[config.mk]
export PLATFORM = sky130hd
export DESIGN_NAME = wdog_sticky
export DESIGN_NICKNAME = d
export VERILOG_FILES = /design/src/rtl/wdog_pkg.sv /design/src/rtl/wdog_ctrl.sv /design/src/rtl/wdog_count.sv /design/src/rtl/wdog_sticky.sv
export SDC_FILE = /design/constraint.sdc
export NUM_CORES = 1
export LEC_CHECK = 0
export BUFFER_PORTS_ARGS = -buffer_cell sky130_fd_sc_hd__buf_2
export CAP_MARGIN = 20
export CORE_MARGIN = 2
export CORE_UTILIZATION = 40
export CTS_BUF_LIST = sky130_fd_sc_hd__clkbuf_16
export DETAILED_ROUTE_END_ITERATION = 10
export PLACE_DENSITY_LB_ADDON = 0.12
export SKIP_CTS_REPAIR_TIMING = 1
export SLEW_MARGIN = 20
export SYNTH_ARGS = -nofsm -noshare
export SYNTH_HDL_FRONTEND = slang
export SYNTH_HIERARCHICAL = 1
export SYNTH_SLANG_ARGS = --single-unit
[constraint.sdc]
create_clock -name clk -period 1.7 [get_ports clk]
set_input_delay 0.34 -clock clk [delete_from_list [all_inputs] [get_ports clk]]
set_output_delay 0.34 -clock clk [all_outputs]
set_load 0.02 [all_outputs]
[src/rtl/wdog_pkg.sv]
package wdog_pkg;

    localparam int unsigned BUS_AW = 6;
    localparam int unsigned BUS_DW = 8;
    localparam logic [BUS_AW-1:0] CTRL_ADDR = 6'h0C;

    typedef struct packed {
        logic              wr;
        logic [BUS_AW-1:0] addr;
        logic [BUS_DW-1:0] data;
    } reg_wr_t;

    // Control-register decode, shared by the write and read paths.
    function automatic logic ctrl_hit(input logic [BUS_AW-1:0] addr);
        return addr == CTRL_ADDR;
    endfunction

    // True when a write both addresses the control register and carries a one in the service bit.
    function automatic logic is_service(input reg_wr_t w, input int unsigned bitpos);
        return w.wr && ctrl_hit(w.addr) && w.data[bitpos];
    endfunction

endpackage

[src/rtl/wdog_ctrl.sv]
module wdog_ctrl
    import wdog_pkg::*;
#(
    parameter int unsigned KICK_BIT = 0
) (
    input  logic    clk,
    input  logic    rst,
    input  reg_wr_t wr_req,
    output logic    kick,
    output logic    armed
);

    logic armed_q;

    assign kick  = is_service(wr_req, KICK_BIT);
    assign armed = armed_q;

    // The enable sets on a service write and is never cleared except by reset.
    always_ff @(posedge clk) begin
        if (rst)
            armed_q <= 1'b0;
        else if (kick)
            armed_q <= 1'b1;
    end


    armed_sticky_chk: assert property (@(posedge clk) disable iff (rst)
        armed_q |=> armed_q);


    kick_arms_chk: assert property (@(posedge clk) disable iff (rst)
        kick |=> armed_q);

endmodule

[src/rtl/wdog_count.sv]
module wdog_count #(
    parameter int unsigned CNT_W = 13
) (
    input  logic clk,
    input  logic rst,
    input  logic armed,
    input  logic kick,
    input  logic freeze,
    output logic expire
);

    localparam logic [CNT_W-1:0] CNT_LAST = {CNT_W{1'b1}};

    logic [CNT_W-1:0] cnt_q;
    logic             req_q;
    logic             advance;
    logic             at_end;

    assign advance = armed && !freeze && !kick;
    assign at_end  = cnt_q == CNT_LAST;
    assign expire  = req_q;

    // A service write outranks the expiry; the counter wraps after a timeout.
    always_ff @(posedge clk) begin
        if (rst) begin
            cnt_q <= '0;
            req_q <= 1'b0;
        end else begin
            req_q <= advance && at_end;
            if (kick)
                cnt_q <= '0;
            else if (advance)
                cnt_q <= cnt_q + 1'b1;
        end
    end


    req_single_chk: assert property (@(posedge clk) disable iff (rst)
        req_q |=> !req_q);


    req_needs_arm_chk: assert property (@(posedge clk) disable iff (rst)
        req_q |-> armed);


    freeze_hold_chk: assert property (@(posedge clk) disable iff (rst)
        (freeze && !kick) |=> ($stable(cnt_q) && !req_q));


    kick_clear_chk: assert property (@(posedge clk) disable iff (rst)
        kick |=> (cnt_q == '0 && !req_q));

endmodule

[src/rtl/wdog_sticky.sv]
module wdog_sticky
    import wdog_pkg::*;
#(
    parameter int unsigned CNT_W    = 13,
    parameter int unsigned KICK_BIT = 0
) (
    input  logic              clk,
    input  logic              rst,
    input  logic              bus_wr,
    input  logic [BUS_AW-1:0] bus_addr,
    input  logic [BUS_DW-1:0] bus_wdata,
    output logic [BUS_DW-1:0] bus_rdata,
    input  logic              stop_freeze,
    output logic              wdog_rst_req
);

    localparam logic [BUS_DW-1:0] KICK_MASK = BUS_DW'(1) << KICK_BIT;

    reg_wr_t wr_req;
    logic    kick;
    logic    armed;
    logic    unused_wdata;

    assign wr_req       = '{wr: bus_wr, addr: bus_addr, data: bus_wdata};
    assign unused_wdata = ^(bus_wdata & ~KICK_MASK);

    wdog_ctrl #(
        .KICK_BIT(KICK_BIT)
    ) u_ctrl (
        .clk   (clk),
        .rst   (rst),
        .wr_req(wr_req),
        .kick  (kick),
        .armed (armed)
    );

    wdog_count #(
        .CNT_W(CNT_W)
    ) u_count (
        .clk   (clk),
        .rst   (rst),
        .armed (armed),
        .kick  (kick),
        .freeze(stop_freeze),
        .expire(wdog_rst_req)
    );

    always_comb begin
        bus_rdata = '0;
        if (ctrl_hit(bus_addr))
            bus_rdata[KICK_BIT] = armed;
    end


    reset_quiet_chk: assert property (@(posedge clk)
        rst |=> (!wdog_rst_req && bus_rdata == '0 || !ctrl_hit(bus_addr)));

endmodule

; Yosys cells after proc, flatten, opt, wreduce, memory -nomap -nowiden
; Index checks and enable logic that the tools add are counted.
; W data, S select, Z words.
[totals]
regBits = 15
inputBits = 18
out_inout_bits = 9
word_cells = 15
[op_classes]
addsub = 1
eq_ne = 2
mux = 1
n_reduce_logical = 8
[op_table]
columns = cell, n
row1 = $add A13 B1 Y13 const B, 1
row2 = $eq A13 B13 Y1 const B, 1
row3 = $eq A6 B4 Y1 const B, 1
row4 = $logic_and A1 B1 Y1, 5
row5 = $logic_not A1 Y1, 2
row6 = $reduce_or A2 Y1, 1
row7 = $mux W1, 1

; Depth between registers and ports, before layout
[depth]
ltp_word = 6
mapped_depth = 6
ltp_nobuf = 5

; Modules after synthesis
; Netlist, hierarchy kept.
[by_module_without_submodules]
columns = module, n_inst, cells_per_inst, area_each_um2
row1 = wdog_count, 1, 74, 703.2
row2 = wdog_sticky, 1, 10, 77.6
row3 = wdog_ctrl, 1, 5, 50.0

; Worst setup path before layout
; Ideal clock, no wire load.
[synth_path]
path_type = input to register
from = input port bus_addr[1]
to = register u_count.req_q (netlist: u_count/expire)
setup_ps = 116
arrival_ps = 1653
required_ps = 1584
setup_slack_ps = -68
stages = 6
path_buffers = 1
cell_sequence = or4_1 > nor2_2 > nand3b_4 > buf_2 > nor4_2 > and3b_1
[synth_via]
elab_chain_cells = 6
[synth_lines]
columns = element, line
row1 = "start, declared", wdog_sticky.sv:10  ; input logic [BUS_AW-1:0] bus_addr,
row2 = $eq A6 B4 Y1, wdog_pkg.sv:15  ; return addr == CTRL_ADDR;
row3 = $logic_and A1 B1 Y1 (2 in a row), wdog_pkg.sv:20  ; return w.wr && ctrl_hit(w.addr) && w.data[bitpos];
row4 = via kick, wdog_sticky.sv:20  ; logic kick;
row5 = $logic_not A1 Y1, wdog_count.sv:19  ; assign advance = armed && !freeze && !kick;
row6 = $logic_and A1 B1 Y1, wdog_count.sv:19
row7 = $logic_and A1 B1 Y1, wdog_count.sv:29  ; req_q <= advance && at_end;
row8 = "end signal, assigned", wdog_count.sv:29
row9 = "end, declared", wdog_count.sv:15  ; logic req_q;
; The timed path passes the listed nets, and every way through them passes these cells.
; A chain may end at the register's enable or synchronous reset.

; Worst setup path after layout
[layout_path]
from = register u_count.cnt_q[1]
to = register u_count.cnt_q[12]
[layout_via]
elab_chain_cells = 1
[layout_lines]
columns = element, line
row1 = "start, declared", wdog_count.sv:14  ; logic [CNT_W-1:0] cnt_q;
row2 = "start signal, assigned", wdog_count.sv:33  ; cnt_q <= cnt_q + 1'b1;
row3 = $add A13 B1 Y13, wdog_count.sv:33
; Every way passes these cells.

==> impl_summary.txt <==
----------------------------------------------------
[STA]
  Count of final max-slew check failures ... 0
  Final Hold Viols ... 0
  Clock period minus worst slack ... 1.584 ns
  Setup repair after global routing missed its margin ... no
  Setup violation total in the final timing report ... 0
  Achievable Freq ... 631.4 MHz
  Final worst clock skew ... 0.002873 ns
  Post-route fraction of the period consumed by the critical path ... 0.9316

[Global route]
  GR Util met1 ... 0.1689
  Peak-usage layer in the global routing report ... met2
  First-pass GRT wire length ... 2704 um
  Antenna violations before repair ... 0
  Met2 track demand over resource ... 0.2356
  Pin count of the biggest net entering global routing ... 15
  GRT met3 Usage ... 0.03939
  Number of global-route vias before repair ... 644
  Total track usage ... 0.1407
  Grt total ovfl ... 0

[Hold path]
  Hold Path Sink ... u_ctrl/armed
  Worst min-delay path startpoint ... rst
  Path category of the worst min-delay check ... input pin to flip-flop
  Number of cells on the worst hold path ... 2

[Power]
  Leak ... 0.4422 nW
  P per Cell Area ... 859.6 nW/um^2
  Worst voltage drop across the vdd grid ... 0.5658 mV

[Place]
  GPL Wtd Cong ... 0.7055
  Port Buf Inserts ... 12
  HPWL after detailed placement ... 1182 um
  Placed cells ... 128

[Logic synthesis]
  Post-synthesis instance area ... 830.8 um^2
  Prevailing post-synth register cell ... dfxtp_1
  Warning count from the yosys run ... 6
  Cell count after synthesis ... 89
  Async SR Flop Fraction ... 0
  Most frequent cells after synthesis ... dfxtp_1 (15), buf_4 (7), nand2_1 (6)
  Flop and latch count out of synthesis ... 15
  Leading area contributor after synthesis ... dfxtp_1
  Fraction of the yosys area taken by sequential cells ... 0.3614
  Cell with the most instances after synthesis ... dfxtp_1
  Most area-consuming cells after synthesis ... dfxtp_1 (36%), buf_4 (6.3%), mux2i_1 (6.0%)
  Number of flops mapped to enable cells by yosys ... 0
  Post-Syn Area per Cell ... 9.335 um^2
  Area share of the largest cell type after synthesis ... 0.3614
  Unique masters post-synth ... 33

[Clock tree]
  Cell at the root of the clock tree ... clkbuf_16
  CTS tree ... yes
  Number of sinks on the clock net ... 15
  H-tree lvl count ... 1
  Insertion delay to the later sink of the worst-skew pair ... 0.24 ns
  Total clock buffers created by CTS ... 3
  Maximum buffer depth of the clock tree ... 2
  Clk slew on worst S/H paths ... 0.05 ns

[Floorplanning]
  I/O pin cnt ... 27
  Starting density of the core ... 0.4235
  Width of the die ... 49.58 um
  Row count ... 16
  Area of the die ... 2458 um^2
  Core area ... 1962 um^2
  Die extent in y ... 49.58 um

[Finish]
  Number of antenna cells inserted ... 0
  Layout overhead on the synthesized area ... 19.43%
  Post-Route Utilization ... 0.5057
  Final net count ... 125
  Cell Count, Final, Fillers Out ... 132
  Layout cell share with drive strength beyond 1 ... 0.2381

[Run status]
  Run status ... complete, no violations

[Routing]
  Ratio of routed vias to standard cells ... 5.174
  Routed length per placed instance ... 11.92 um
  DRC violation count after routing ... 0
  Final routed wirelength across all metal layers ... 1573 um
  Violation count after the first detailed-routing iteration ... 14
  Remaining antenna violation count after routing ... 0
  Via count ... 683
  First-pass detailed-route iteration total ... 3

[Worst setup path]
  Worst EP required ... 1.87 ns
  Capturing point of the worst reg2reg path ... u_count/cnt_q[12]
  Worst reg2reg setup slack ... 0.12 ns
  Startpoint of the worst-slack reg-to-reg timing path ... u_count/cnt_q[1]
  Startpoint class of the critical path ... flip-flop
  Critical path arrival ... 1.75 ns
  Endpoint kind of the worst setup timing path ... flip-flop
  Max Fanout on Critical Path ... 8
  Worst Setup Path Type ... flip-flop to flip-flop
  Cells on worst reg2reg path ... 4

[Flow run]
  Number of maximum-capacitance constraint violations ... 0

----------------------------------------------------
==> worst max-delay path by stage <==
stage                startpoint                 to  slack, ns  cells past startpoint
3_3_place_gp        bus_addr[1]     u_count/expire      -0.03                      6
2_1_floorplan       bus_addr[1]     u_count/expire      0.005                      6
5_1_grt        u_count/cnt_q[1]  u_count/cnt_q[12]       0.04                      4
4_1_cts        u_count/cnt_q[1]  u_count/cnt_q[12]       0.13                      4
6_report       u_count/cnt_q[1]  u_count/cnt_q[12]       0.12                      4
3_5_place_dp        bus_addr[1]     u_count/expire      -0.02                      6
==> registers in the layout (all words and copies together) (netlist names) <==
name	count
u_count/expire	1
u_count/cnt_q	13
u_ctrl/armed	1
==> per-stage QoR <==
| step | instance area [um^2] | hold WS (ns) | total power, W | worst slack (ns) | setup TNS [ns] |
|---|---|---|---|---|---|
| 2_1_floorplan | 860.8 | 0.4391 | 0.0003984 | 0.005445 | 0 |
| 6_report | 992.2 | 0.4317 | 0.0008529 | 0.1163 | 0 |
| 3_3_place_gp | 913.4 | 0.4507 | 0.0004043 | -0.02596 | -0.02596 |
| 3_5_place_dp | 913.4 | 0.4858 | 0.0004051 | -0.02270 | -0.03266 |
| 4_1_cts | 992.2 | 0.4333 | 0.0008601 | 0.1253 | 0 |
| 5_1_grt | 992.2 | 0.4673 | 0.0008833 | 0.03965 | 0 |
==> cells by family after synthesis <==
logic type               synth area share
flip-flops                         0.3614
multiplexers                      0.06024
adder cells (fa/ha/maj)           0.01506
AND/OR/NAND/NOR                    0.3524
buffers and inverters             0.08282
XOR/XNOR                          0.02109
AO/OA/AOI/OAI                      0.1024
other                            0.004514
==> cell usage in the layout (no fill, tap or decap), drive strengths merged, types with 2 or more instances in the layout <==
| cell type | instances |
|---|---|
| o31ai | 4 |
| nand3 | 2 |
| clkbuf | 3 |
| o21a | 2 |
| nand3b | 2 |
| nor2 | 5 |
| inv | 3 |
| xnor2 | 2 |
| buf | 15 |
| nor4 | 5 |
| mux2i | 5 |
| or4 | 5 |
| conb | 7 |
| nand4b | 2 |
| or3 | 5 |
| a21oi | 5 |
| and3b | 2 |
| nand4 | 3 |
| nand2 | 6 |
| dfxtp | 15 |
==> routing by layer <==
layer  wire [um]  vias to the layer above
li1            -                      346
met1         745                      319
met2         749                       16
met3          63                        2
met4          14                        0
met5           0                        -
==> power by group <==
| group | switching, W | internal [W] |
|---|---|---|
| registers | 0.000000238 | 0.000352 |
| clock network | 0.000143 | 0.000312 |
| logic | 0.0000288 | 0.0000168 |
==> area by class of cell <==
class	count	area (um^2)
clock buffers	3	75.07
clock inverters	1	3.754
fillers	204	969.7
inverters	2	7.507
multi-input cells	69	489.2
flip-flops and latches	15	300.3
well taps	27	33.78
repair buffers	15	82.58
==> worst max-delay path, stage by stage (launching register included) <==
cell	delay (ns)
dfxtp_1	0.40
ha_1	0.20
nand3b_1	0.26
nor4_2	0.40
mux2i_1	0.24
Note: power is estimated with default switching activity, not from simulation.
